[src/rtl/rmd_pkg.sv]
package rmd_pkg;
  localparam int SUB_SLOTS = 16;
  localparam int SUB_W     = $clog2(SUB_SLOTS);
  localparam int LVL_W     = 3;

  typedef logic [LVL_W-1:0] lvl_t;
  typedef logic [SUB_W-1:0] sub_t;

  localparam lvl_t LVL_OFF  = lvl_t'(7);
  localparam sub_t SUB_LAST = sub_t'(SUB_SLOTS - 1);

  // number of lit ticks per row slot for each brightness code
  function automatic sub_t on_slots(input lvl_t code);
    case (code)
      3'd0:    on_slots = sub_t'(15);
      3'd1:    on_slots = sub_t'(8);
      3'd2:    on_slots = sub_t'(6);
      3'd3:    on_slots = sub_t'(4);
      3'd4:    on_slots = sub_t'(3);
      3'd5:    on_slots = sub_t'(2);
      3'd6:    on_slots = sub_t'(1);
      default: on_slots = sub_t'(0);
    endcase
  endfunction
endpackage

[src/rtl/rmd_prescaler.sv]
module rmd_prescaler #(
  parameter int DIV = 16
) (
  input  logic clk,
  input  logic rst,
  input  logic mux_en,
  input  logic div_on,
  output logic tick
);
  localparam int CW = $clog2(DIV);
  localparam logic [CW-1:0] CNT_LAST = CW'(DIV - 1);

  logic [CW-1:0] cnt_q;

  always_ff @(posedge clk) begin
    if (rst || !div_on) begin
      cnt_q <= '0;
    end else if (mux_en) begin
      cnt_q <= (cnt_q == CNT_LAST) ? '0 : cnt_q + CW'(1);
    end
  end

  assign tick = mux_en && (!div_on || (cnt_q == CNT_LAST));

  // an advance needs a multiplex pulse
  a_r5_tick_needs_pulse: assert property (@(posedge clk) disable iff (rst)
    tick |-> mux_en);

  // in divide mode two advances are never back to back
  a_r5_div_spacing: assert property (@(posedge clk) disable iff (rst)
    (div_on && tick) |=> (!tick || !div_on));
endmodule

[src/rtl/rmd_scan_counter.sv]
module rmd_scan_counter
  import rmd_pkg::*;
#(
  parameter int ROWS  = 7,
  parameter int ROW_W = $clog2(ROWS)
) (
  input  logic             clk,
  input  logic             rst,
  input  logic             tick,
  input  lvl_t             code_in,
  output logic [ROW_W-1:0] row,
  output sub_t             sub,
  output lvl_t             lvl,
  output logic             advanced
);
  localparam logic [ROW_W-1:0] ROW_LAST = ROW_W'(ROWS - 1);

  always_ff @(posedge clk) begin
    if (rst) begin
      row      <= '0;
      sub      <= '0;
      lvl      <= '0;
      advanced <= 1'b0;
    end else begin
      advanced <= tick;
      if (tick) begin
        if (sub == SUB_LAST) begin
          sub <= '0;
          row <= (row == ROW_LAST) ? '0 : row + ROW_W'(1);
          lvl <= code_in;
        end else begin
          sub <= sub + sub_t'(1);
        end
      end
    end
  end

  // row index stays inside the matrix
  a_r1_row_range: assert property (@(posedge clk) disable iff (rst)
    row <= ROW_LAST);

  // a row change lands on tick 0 and either wraps or steps by one
  a_r1_row_step: assert property (@(posedge clk) disable iff (rst)
    !$stable(row) |-> (sub == '0) && ((row == '0) || (row == $past(row) + ROW_W'(1))));

  // the latched level only moves at a slot start
  a_r8_level_at_boundary: assert property (@(posedge clk) disable iff (rst)
    !$stable(lvl) |-> (sub == '0));
endmodule

[src/rtl/rmd_strobe_gen.sv]
module rmd_strobe_gen
  import rmd_pkg::*;
#(
  parameter int ROWS  = 7,
  parameter int ROW_W = $clog2(ROWS),
  parameter int COL_W = 40
) (
  input  logic             clk,
  input  logic             rst,
  input  logic [ROW_W-1:0] row,
  input  sub_t             sub,
  input  lvl_t             lvl,
  input  logic             advanced,
  input  logic [COL_W-1:0] col_in,
  input  logic             peak_in,
  output logic [ROWS-1:0]  row_en,
  output logic [COL_W-1:0] col_drive,
  output logic             peak_sel,
  output logic             frame_start
);
  logic            lit;
  logic [ROWS-1:0] row_d;

  assign lit = (sub < on_slots(lvl));

  for (genvar i = 0; i < ROWS; i++) begin : g_row
    assign row_d[i] = lit && (row == ROW_W'(i));
  end

  always_ff @(posedge clk) begin
    if (rst) begin
      row_en      <= '0;
      col_drive   <= '0;
      peak_sel    <= 1'b0;
      frame_start <= 1'b0;
    end else begin
      row_en      <= row_d;
      col_drive   <= col_in;
      peak_sel    <= peak_in;
      frame_start <= advanced && (row == '0) && (sub == '0);
    end
  end

  // at most one row strobe at a time
  a_r1_row_onehot: assert property (@(posedge clk) disable iff (rst)
    $onehot0(row_en));

  // the off level drives no row
  a_r3_off_blanks: assert property (@(posedge clk) disable iff (rst)
    (lvl == LVL_OFF) |=> (row_en == '0));

  // two lit rows never touch
  a_r10_guard_gap: assert property (@(posedge clk) disable iff (rst)
    ((row_en != '0) && ($past(row_en) != '0)) |-> (row_en == $past(row_en)));

  // the last tick of a slot is dark in the following cycle
  a_r2_last_tick_dark: assert property (@(posedge clk) disable iff (rst)
    (sub == SUB_LAST) |=> (row_en == '0));
endmodule

[src/rtl/row_mux_dimmer.sv]
module row_mux_dimmer
  import rmd_pkg::*;
#(
  parameter int ROWS    = 7,
  parameter int CHARS   = 8,
  parameter int COLS    = 5,
  parameter int PRE_DIV = 16,
  localparam int ROW_W  = $clog2(ROWS),
  localparam int COL_W  = CHARS * COLS
) (
  input  logic             clk,
  input  logic             rst,
  input  logic             mux_en,
  input  logic [2:0]       bright_code,
  input  logic             peak_full,
  input  logic             prescale_div16,
  input  logic [COL_W-1:0] col_data,
  output logic [ROW_W-1:0] row_sel,
  output logic [ROWS-1:0]  row_en,
  output logic [COL_W-1:0] col_drive,
  output logic             peak_sel,
  output logic             frame_start
);
  logic             tick;
  logic [ROW_W-1:0] row;
  sub_t             sub;
  lvl_t             lvl;
  logic             advanced;

  rmd_prescaler #(.DIV(PRE_DIV)) u_pre (
    .clk    (clk),
    .rst    (rst),
    .mux_en (mux_en),
    .div_on (prescale_div16),
    .tick   (tick)
  );

  rmd_scan_counter #(.ROWS(ROWS), .ROW_W(ROW_W)) u_scan (
    .clk      (clk),
    .rst      (rst),
    .tick     (tick),
    .code_in  (bright_code),
    .row      (row),
    .sub      (sub),
    .lvl      (lvl),
    .advanced (advanced)
  );

  rmd_strobe_gen #(.ROWS(ROWS), .ROW_W(ROW_W), .COL_W(COL_W)) u_strobe (
    .clk         (clk),
    .rst         (rst),
    .row         (row),
    .sub         (sub),
    .lvl         (lvl),
    .advanced    (advanced),
    .col_in      (col_data),
    .peak_in     (peak_full),
    .row_en      (row_en),
    .col_drive   (col_drive),
    .peak_sel    (peak_sel),
    .frame_start (frame_start)
  );

  assign row_sel = row;

  // current select follows the control bit one clock later
  a_r6_peak_follow: assert property (@(posedge clk) disable iff (rst)
    peak_full |=> peak_sel);

  // a frame pulse only appears while row 0 is current
  a_r9_frame_row0: assert property (@(posedge clk) disable iff (rst)
    frame_start |-> (row_sel == '0));
endmodule

[config.mk]
export PLATFORM = sky130hd
export DESIGN_NAME = row_mux_dimmer
export DESIGN_NICKNAME = d
export VERILOG_FILES = /design/src/rtl/rmd_pkg.sv /design/src/rtl/rmd_prescaler.sv /design/src/rtl/rmd_scan_counter.sv /design/src/rtl/rmd_strobe_gen.sv /design/src/rtl/row_mux_dimmer.sv
export SDC_FILE = /design/constraint.sdc
export NUM_CORES = 1
export LEC_CHECK = 0
export ABC_AREA = 1
export BUFFER_PORTS_ARGS = -buffer_cell sky130_fd_sc_hd__buf_2
export CAP_MARGIN = 0
export CELL_PAD_IN_SITES_DETAIL_PLACEMENT = 1
export CELL_PAD_IN_SITES_GLOBAL_PLACEMENT = 2
export CORE_MARGIN = 8
export CORE_UTILIZATION = 25
export DETAILED_ROUTE_END_ITERATION = 6
export PLACE_DENSITY = 0.75
export SLEW_MARGIN = 20
export SYNTH_ARGS = -nofsm -noshare
export SYNTH_HDL_FRONTEND = slang
export SYNTH_SLANG_ARGS = --single-unit
[constraint.sdc]
create_clock -name clk -period 1.7 [get_ports clk]
set_input_delay 0.34 -clock clk [delete_from_list [all_inputs] [get_ports clk]]
set_output_delay 0.34 -clock clk [all_outputs]
set_load 0.1 [all_outputs]
---- After elaboration in Yosys (flattened, before gate mapping) ----
Cells that the tools add are included.
storage, ports and cells
  input port bits ......................... 48
  bits in registers ....................... 64
  output and inout bits ................... 52
  word-level logic and storage cells ...... 48
operators by class
  $lt $le $gt $ge ......................... 1
  reduce and logical (&&, ||, !) cells .... 17
  add/subtract/negate cells ............... 3
  multiplexer cells ....................... 4
  eq/ne operators ......................... 14
operator list
  operator                                                          number
  4-bit one-hot mux with 7 select lines                             1
  3-bit == test (second input constant)                             6
  3-bit by 2-bit == test with 1-bit output (second input constant)  4
  1-bit logical AND                                                 10
  4-bit by 1-bit adder with 4-bit output (second input constant)    2
  4-bit == test (second input constant)                             2
  4-bit 2-to-1 mux                                                  2
  3-bit by 1-bit == test with 1-bit output (second input constant)  2
  3-bit logical NOT                                                 2
  4-bit logical NOT                                                 1
  4-bit less-than comparator                                        1
  3-bit by 1-bit adder with 3-bit output (second input constant)    1
  3-bit 2-to-1 mux                                                  1
  1-bit logical OR                                                  2
  2-bit AND reduction                                               1
  1-bit logical NOT                                                 1

---- Logic depth before layout (Yosys ltp) ----
Gate-level depths: netlist of the first run.
  depth after elaboration ................. 4
  gate-level depth with buffers ........... 8
  gate-level depth less buffers ........... 8

---- Modules after synthesis ----
A second synthesis of the first run with hierarchy kept.
second synthesis, totals
  cells, all modules ...................... 272
  area, all modules ....................... 2243.4 um^2
modules (own cells, without submodules)
  module            area an instance (um^2)  cells each  seq. area each (um^2)  instances
  rmd_strobe_gen    1576.5                   183         980.9                  1
  rmd_scan_counter  474.2                    61          220.2                  1
  rmd_prescaler     192.7                    28          80.1                   1

---- Least setup slack after synthesis of the first run ----
No wires, ideal clock.
  path type ............................... register to register
  start ................................... register u_scan.row[2]
  end ..................................... register u_scan.row[2]
  setup time .............................. 114 ps
  setup slack ............................. -110 ps
  cell stages (with the launch flop) ...... 6
  clock period less this slack ............ 1810 ps
  required time ........................... 1586 ps
  arrival ................................. 1696 ps
  path buffers ............................ 0
  cell sequence ........................... dfxtp_1 -> inv_1 -> ha_1 -> inv_1 -> a21oi_1 -> nor2_1
on the way
  longest elaborated chain between the ends .. 2
  elaborated cells between the ends (all ways) .. 3
  classes of those cells .................. add/sub: 1; eq/ne: 1; mux: 1
ends and longest elaborated chain
  item                                                                     RTL line                source
  start, declared                                                          rmd_scan_counter.sv:11  output logic [ROW_W-1:0] row,
  start signal, assigned                                                   rmd_scan_counter.sv:29  row <= (row == ROW_LAST) ? '0 : row + ROW_W'(1);
  3-bit by 1-bit adder with 3-bit output or 3-bit == test (tied branches)  rmd_scan_counter.sv:29
  3-bit 2-to-1 mux (*)                                                     rmd_scan_counter.sv:29
Every way passes the cells marked *; elsewhere a longest branch is shown, timed or not.
A chain may end at the register's enable or synchronous reset.

---- Worst setup path after layout of the first run ----
  start ................................... register u_scan.row[0]
  end ..................................... output port row_sel[0]
RTL lines
  item           RTL line              source
  end, declared  row_mux_dimmer.sv:18  output logic [ROW_W-1:0] row_sel,
No word-level cell between the ends.

==> results of run 1 <==
[stage by stage]
stage          cell area (um2)  worst slack, ps  hold WS (ps)
6_report                  3060              149           202
5_1_grt                   3060             62.8           192
4_1_cts                   3060              131           186
3_5_place_dp              2860              177           460
3_3_place_gp              2860              251           469
2_1_floorplan             2240             12.2           431
[worst max path at each step]
stage,endpoint,slack (ps),cells after the start
after global placement,u_strobe.row_en[6],250,5
final,row_sel[0],150,1
after detailed placement,u_strobe.row_en[6],180,5
after global routing,u_strobe.row_en[5],60,5
after CTS,row_sel[0],130,1
after floorplan,u_scan.row[1],10,6
[layout make-up]
cell class              instances  area (um2)
clock buffers                  11         141
clock inverters                 5        56.3
fillers                      1115        5620
inverters                      61         229
multi-input cells             143         694
flip-flops and latches         64        1280
well taps                     108         135
repair buffers                102         518
[metal layers]
layer | vias up | share of wire, %
met5 | - | 0.41
li1 | 1020 | -
met2 | 60 | 47
met4 | 4 | 2.2
met3 | 13 | 10
met1 | 905 | 40
[logic make-up after synthesis]
logic type               synth area share [%]
flip-flops                               57.3
XOR/XNOR                                0.392
adder cells (fa/ha/maj)                  3.92
buffers and inverters                    11.6
AO/OA/AOI/OAI                            4.76
AND/OR/NAND/NOR                          22.0
[layout by cell type, fill, tap and decap left out, types with 2 or more instances in the layout]
cell / Yosys / final
nand2_2: 2 / 2
nand3_1: 12 / 12
a21oi_1: 14 / 14
o21ai_1: 2 / 2
buf_2: 4 / 99
clkbuf_8: 0 / 10
buf_4: 1 / 3
nor2_1: 60 / 60
clkinv_2: 0 / 2
nand4_1: 2 / 2
inv_2: 4 / 4
o21ai_0: 2 / 2
dfxtp_1: 64 / 63
ha_1: 7 / 7
inv_1: 56 / 56
nand2_1: 35 / 35
[report_power, final]
group          internal, mW  switching [mW]
logic                 0.107           0.501
registers              1.56          0.0165
clock network         0.715           0.592
[state kept, by name, summed over array words and instances (netlist names)]
name and flops:
u_strobe.peak_sel 1, u_scan.advanced 1, u_scan.row 3, u_scan.sub 4, u_strobe.frame_start 1, u_strobe.row_en 7, u_scan.lvl 3, u_pre.cnt_q 4
u_strobe.col_drive 40
==> impl_metrics.py, run 1 <==
metrics = {
    "cts": {
        "cts_buffer_depth": 2,
        "cts-resized-gates": 0,
        "postCtsHoldBufs": 0,
        "cts_tree": "yes",
        "cts_root_buf": "clkbuf_8",
        "ctsHtreeMaxLevel": 3,
        "numCtsBuffers": 9,
        "tritoncts_num_sinks": 64,
        "cts_setup_buffers": 0,
        "clock_latency_ps": 330,
        "clk_pin_slew_worst_paths_ps": 70,
    },
    "yosys": {
        "synthCells": 274,
        "yosys_warnings": 0,
        "ys.flop_type": "dfxtp_1",
        "syn_area_per_cell_um2": 8.16,
        "yosysSeqAreaShare_pct": 57.3,
        "ys_ff_latch": 64,
        "syn_nets": 329,
        "synth_area_um2": 2240,
        "synth_edf_count": 0,
        "synth_common_cells": "dfxtp_1 (64), nor2_1 (60), inv_1 (56), nand2_1 (35), a21oi_1 (14)",
        "synth_top_area_share_pct": 57.3,
        "synth_async_sr_flop_share_pct": 0,
        "synth_top_cell_by_area": "dfxtp_1",
        "yosysMostFrequentCell": "dfxtp_1",
        "synth_area_leaders": "dfxtp_1 (57%), nor2_1 (10%), inv_1 (9.4%), nand2_1 (5.9%), ha_1 (3.9%)",
        "ys_types": 23,
    },
    "place": {
        "port_buffers": 99,
        "placed_cells": 478,
        "dpl.hpwl_um": 4770,
        "place.gp.congestion": 0.678,
    },
    "route": {
        "drtIter0Drc": 21,
        "drc": 0,
        "num_vias": 2002,
        "drt_first_pass_iters": 4,
        "wl_per_cell_um": 12.3,
        "ant_nets": 0,
        "vias_per_cell": 4.05,
        "wl_um": 6100,
    },
    "worst_setup_path": {
        "start_kind": "flop",
        "cp_data_required_time_ps": 1360,
        "crit_chain": "buf_2",
        "cp_data_arrival_time_ps": 1210,
        "slowest_delay_ps": 460,
        "r2r_start": "u_scan.lvl[1]",
        "cp_slowest_cell": "buf_2",
        "cp_num_buf_inv": 1,
        "cp_max_fo": 4,
        "reg2reg_to": "u_strobe.row_en[6]",
        "worstSetupEndpointType": "output port",
        "r2r_setup_slack_ps": 170,
        "r2r_cells": 5,
        "path_delay_family": "buffers and inverters",
        "critPathLaunch": "u_scan.row[0]",
        "crit_type": "reg -> out",
    },
    "grt": {
        "grt_pass1_vias": 2117,
        "grt_usage_pct": 10.2,
        "antenna_found_initial": 2,
        "overflow": 0,
        "grt_use_met3_pct": 5.41,
        "grt_max_degree": 25,
        "grt_use_met2_pct": 16.6,
        "grt_pass1_wl_um": 10100,
        "busiest_layer": "met2",
        "grtUsageMet1_pct": 10.1,
    },
    "pwr": {
        "peakVddDrop_uv": 456,
        "power.density_nw_per_um2": 1140,
        "power_mw": 3.49,
        "leakagePower_nw": 1.70,
    },
    "hold_path": {
        "worstHoldStart": "col_data[11]",
        "min_path_type": "in -> reg",
        "min_to": "u_strobe.col_drive[11]",
        "hold_path_depth": 3,
    },
    "die": {
        "io-pin-count": 100,
        "fp.dieH_um": 111,
        "core_um2": 8680,
        "die_area_um2": 12200,
        "fp-row-count": 34,
        "die_x_um": 111,
        "start_util_pct": 25.8,
    },
    "timing": {
        "tns_ps": 0,
        "max_freq_mhz": 645,
        "worst_pin_slew_ps": 508,
        "final-max-slew-violation-count": 0,
        "rsz0062_at_grt": "false",
        "fin_crit_ps": 1550,
        "setup_viol": 0,
        "worst_clock_skew_ps": 10.3,
        "report.final.hold_viol_count": 0,
        "post-route-period-util_pct": 91.2,
        "slew-limit-headroom_pct": 66.4,
    },
    "flow_run": {
        "drv_cap": 0,
    },
    "layout": {
        "num_antenna_cells": 0,
        "final_net_count": 436,
        "area_growth_pct": 36.7,
        "fin_util_pct": 35.2,
        "fin_cells": 494,
        "drive_gt1_share_pct": 33.4,
    },
    "outcome": {
        "status": "finished clean",
    },
}
No activity file was read; power rests on OpenSTA's default activity.
==> inputs of run 2 (changes only) <==
- MAX_ROUTING_LAYER: not set -> met4
==> impl_metrics.py, run 2 (synthesis results as in run 1) <==
metrics = {
    "layout": {
        "design_area_um2": 3060,
        "largest_reg_flops": 40,
        "fillCellCount": 1116,
        "drive_gt1_share_pct": 33.4,
        "regMostFlops": "u_strobe.col_drive",
        "reg_top3": "u_strobe.col_drive x40, u_strobe.row_en x7",
        "fin_util_pct": 35.3,
        "layout_commonest_cell": "buf_2",
        "fin_cells": 496,
        "final_net_count": 436,
        "area_growth_pct": 36.9,
        "layout_common_cells": "buf_2 (99), dfxtp_1 (63), nor2_1 (60)",
    },
    "timing": {
        "setup_viol": 0,
        "slew-limit-headroom_pct": 66.7,
        "worst_clock_skew_ps": 9.27,
        "final-max-slew-violation-count": 0,
        "report.final.hold_viol_count": 0,
        "fin_crit_ps": 1550,
        "post-route-period-util_pct": 91.2,
        "rsz0062_at_grt": "false",
        "worst_pin_slew_ps": 504,
        "max_freq_mhz": 645,
        "tns_ps": 0,
        "setup_ws_ps": 149,
    },
    "route": {
        "num_vias": 1995,
        "ant_nets": 0,
        "wl_per_cell_um": 12.3,
        "wl_um": 6090,
        "drc": 0,
        "vias_per_cell": 4.02,
        "drtIter0Drc": 25,
        "drt_first_pass_iters": 2,
    },
    "grt": {
        "antenna_found_initial": 2,
        "grt_pass1_vias": 2118,
        "grt_max_degree": 25,
        "grt_usage_pct": 10.5,
        "grt_pass1_wl_um": 10100,
        "overflow": 0,
    },
    "die": {
        "io-pin-count": 100,
        "fp-row-count": 34,
        "core_um2": 8680,
        "fp.dieH_um": 111,
        "start_util_pct": 25.8,
        "die_x_um": 111,
        "die_area_um2": 12200,
    },
    "cts": {
        "clk_pin_slew_worst_paths_ps": 70,
        "numCtsBuffers": 9,
        "cts-resized-gates": 0,
        "clock_latency_ps": 330,
        "cts_setup_buffers": 0,
        "cts_buffer_depth": 2,
        "cts_tree": "yes",
        "cts_root_buf": "clkbuf_8",
        "ctsHtreeMaxLevel": 3,
        "postCtsHoldBufs": 0,
        "tritoncts_num_sinks": 64,
    },
    "place": {
        "placed_cells": 478,
        "place.gp.congestion": 0.685,
        "dp_slack_ps": 177,
        "port_buffers": 99,
        "place_area_um2": 2860,
        "dpl.hpwl_um": 4770,
    },
    "worst_setup_path": {
        "cp_max_fo": 4,
        "r2r_start": "u_scan.lvl[1]",
        "cp_slowest_cell": "buf_2",
        "worstSetupEndpointType": "output port",
        "cp_num_buf_inv": 1,
        "cp_data_arrival_time_ps": 1210,
        "slowest_delay_ps": 460,
        "critPathLaunch": "u_scan.row[0]",
        "crit_type": "reg -> out",
        "cp_data_required_time_ps": 1360,
        "path_delay_family": "buffers and inverters",
        "start_kind": "flop",
        "crit_chain": "buf_2",
    },
    "flow_run": {
        "drv_cap": 0,
    },
    "outcome": {
        "status": "finished clean",
    },
    "pwr": {
        "leakagePower_nw": 1.70,
        "power.density_nw_per_um2": 1140,
        "peakVddDrop_uv": 456,
    },
    "hold_path": {
        "worstHoldStart": "col_data[11]",
        "min_path_type": "in -> reg",
    },
}
==> run 2: cell types whose count changed in the layout (fill, tap and decap cells not counted) <==
cell / previous run / this run
diode_2: 0 / 2
==> run 2: power by group <==
part	internal [mW]	switching, mW	total (mW)	leakage (nW)
registers	1.56	0.0166	1.57	0.529
clock network	0.715	0.591	1.31	0.0993
logic	0.107	0.501	0.608	1.07
total	2.38	1.11	3.49	1.70
==> run 2: tightest hold or removal path, cell delays in order <==
cell,delay [ps]
buf_2,70
inv_1,30
nor2_1,60
==> run 2: stage by stage <==
stage               hold slack [ps]  total power, mW
floorplan                       431             2.09
global placement                469             2.22
detailed placement              460             2.23
CTS                             186             3.56
global route                    192             3.64
finish                          202             3.49
==> run 2: per-layer routing <==
| layer | vias up | share of wire, % | track usage [%] |
|---|---|---|---|
| li1 | 1022 | - | - |
| met1 | 906 | 43 | 11.0 |
| met2 | 58 | 47 | 16.6 |
| met3 | 9 | 7.3 | 3.95 |
| met4 | 0 | 2.2 | 5.95 |
| met5 | - | 0 | - |
==> run 2: final cells by class <==
type,count,area (um2),share of cell area (%)
Antenna cell,2,5.00,0.163
Clock buffer,11,141,4.62
Clock inverter,5,56.3,1.84
Inverter,61,229,7.48
Multi-Input combinational cell,143,694,22.7
Sequential cell,64,1280,41.9
Tap cell,108,135,4.41
Timing Repair Buffer,102,518,16.9
==> run 2: path summary, 6_finish.rpt <==
kind / endpoint / cells after the start / slack, ps
max: row_sel[0] / 1 / 150
min: u_strobe.col_drive[11] / 3 / 200
max reg2reg: u_strobe.row_en[6] / 5 / 160
min reg2reg: u_strobe.frame_start / 2 / 470
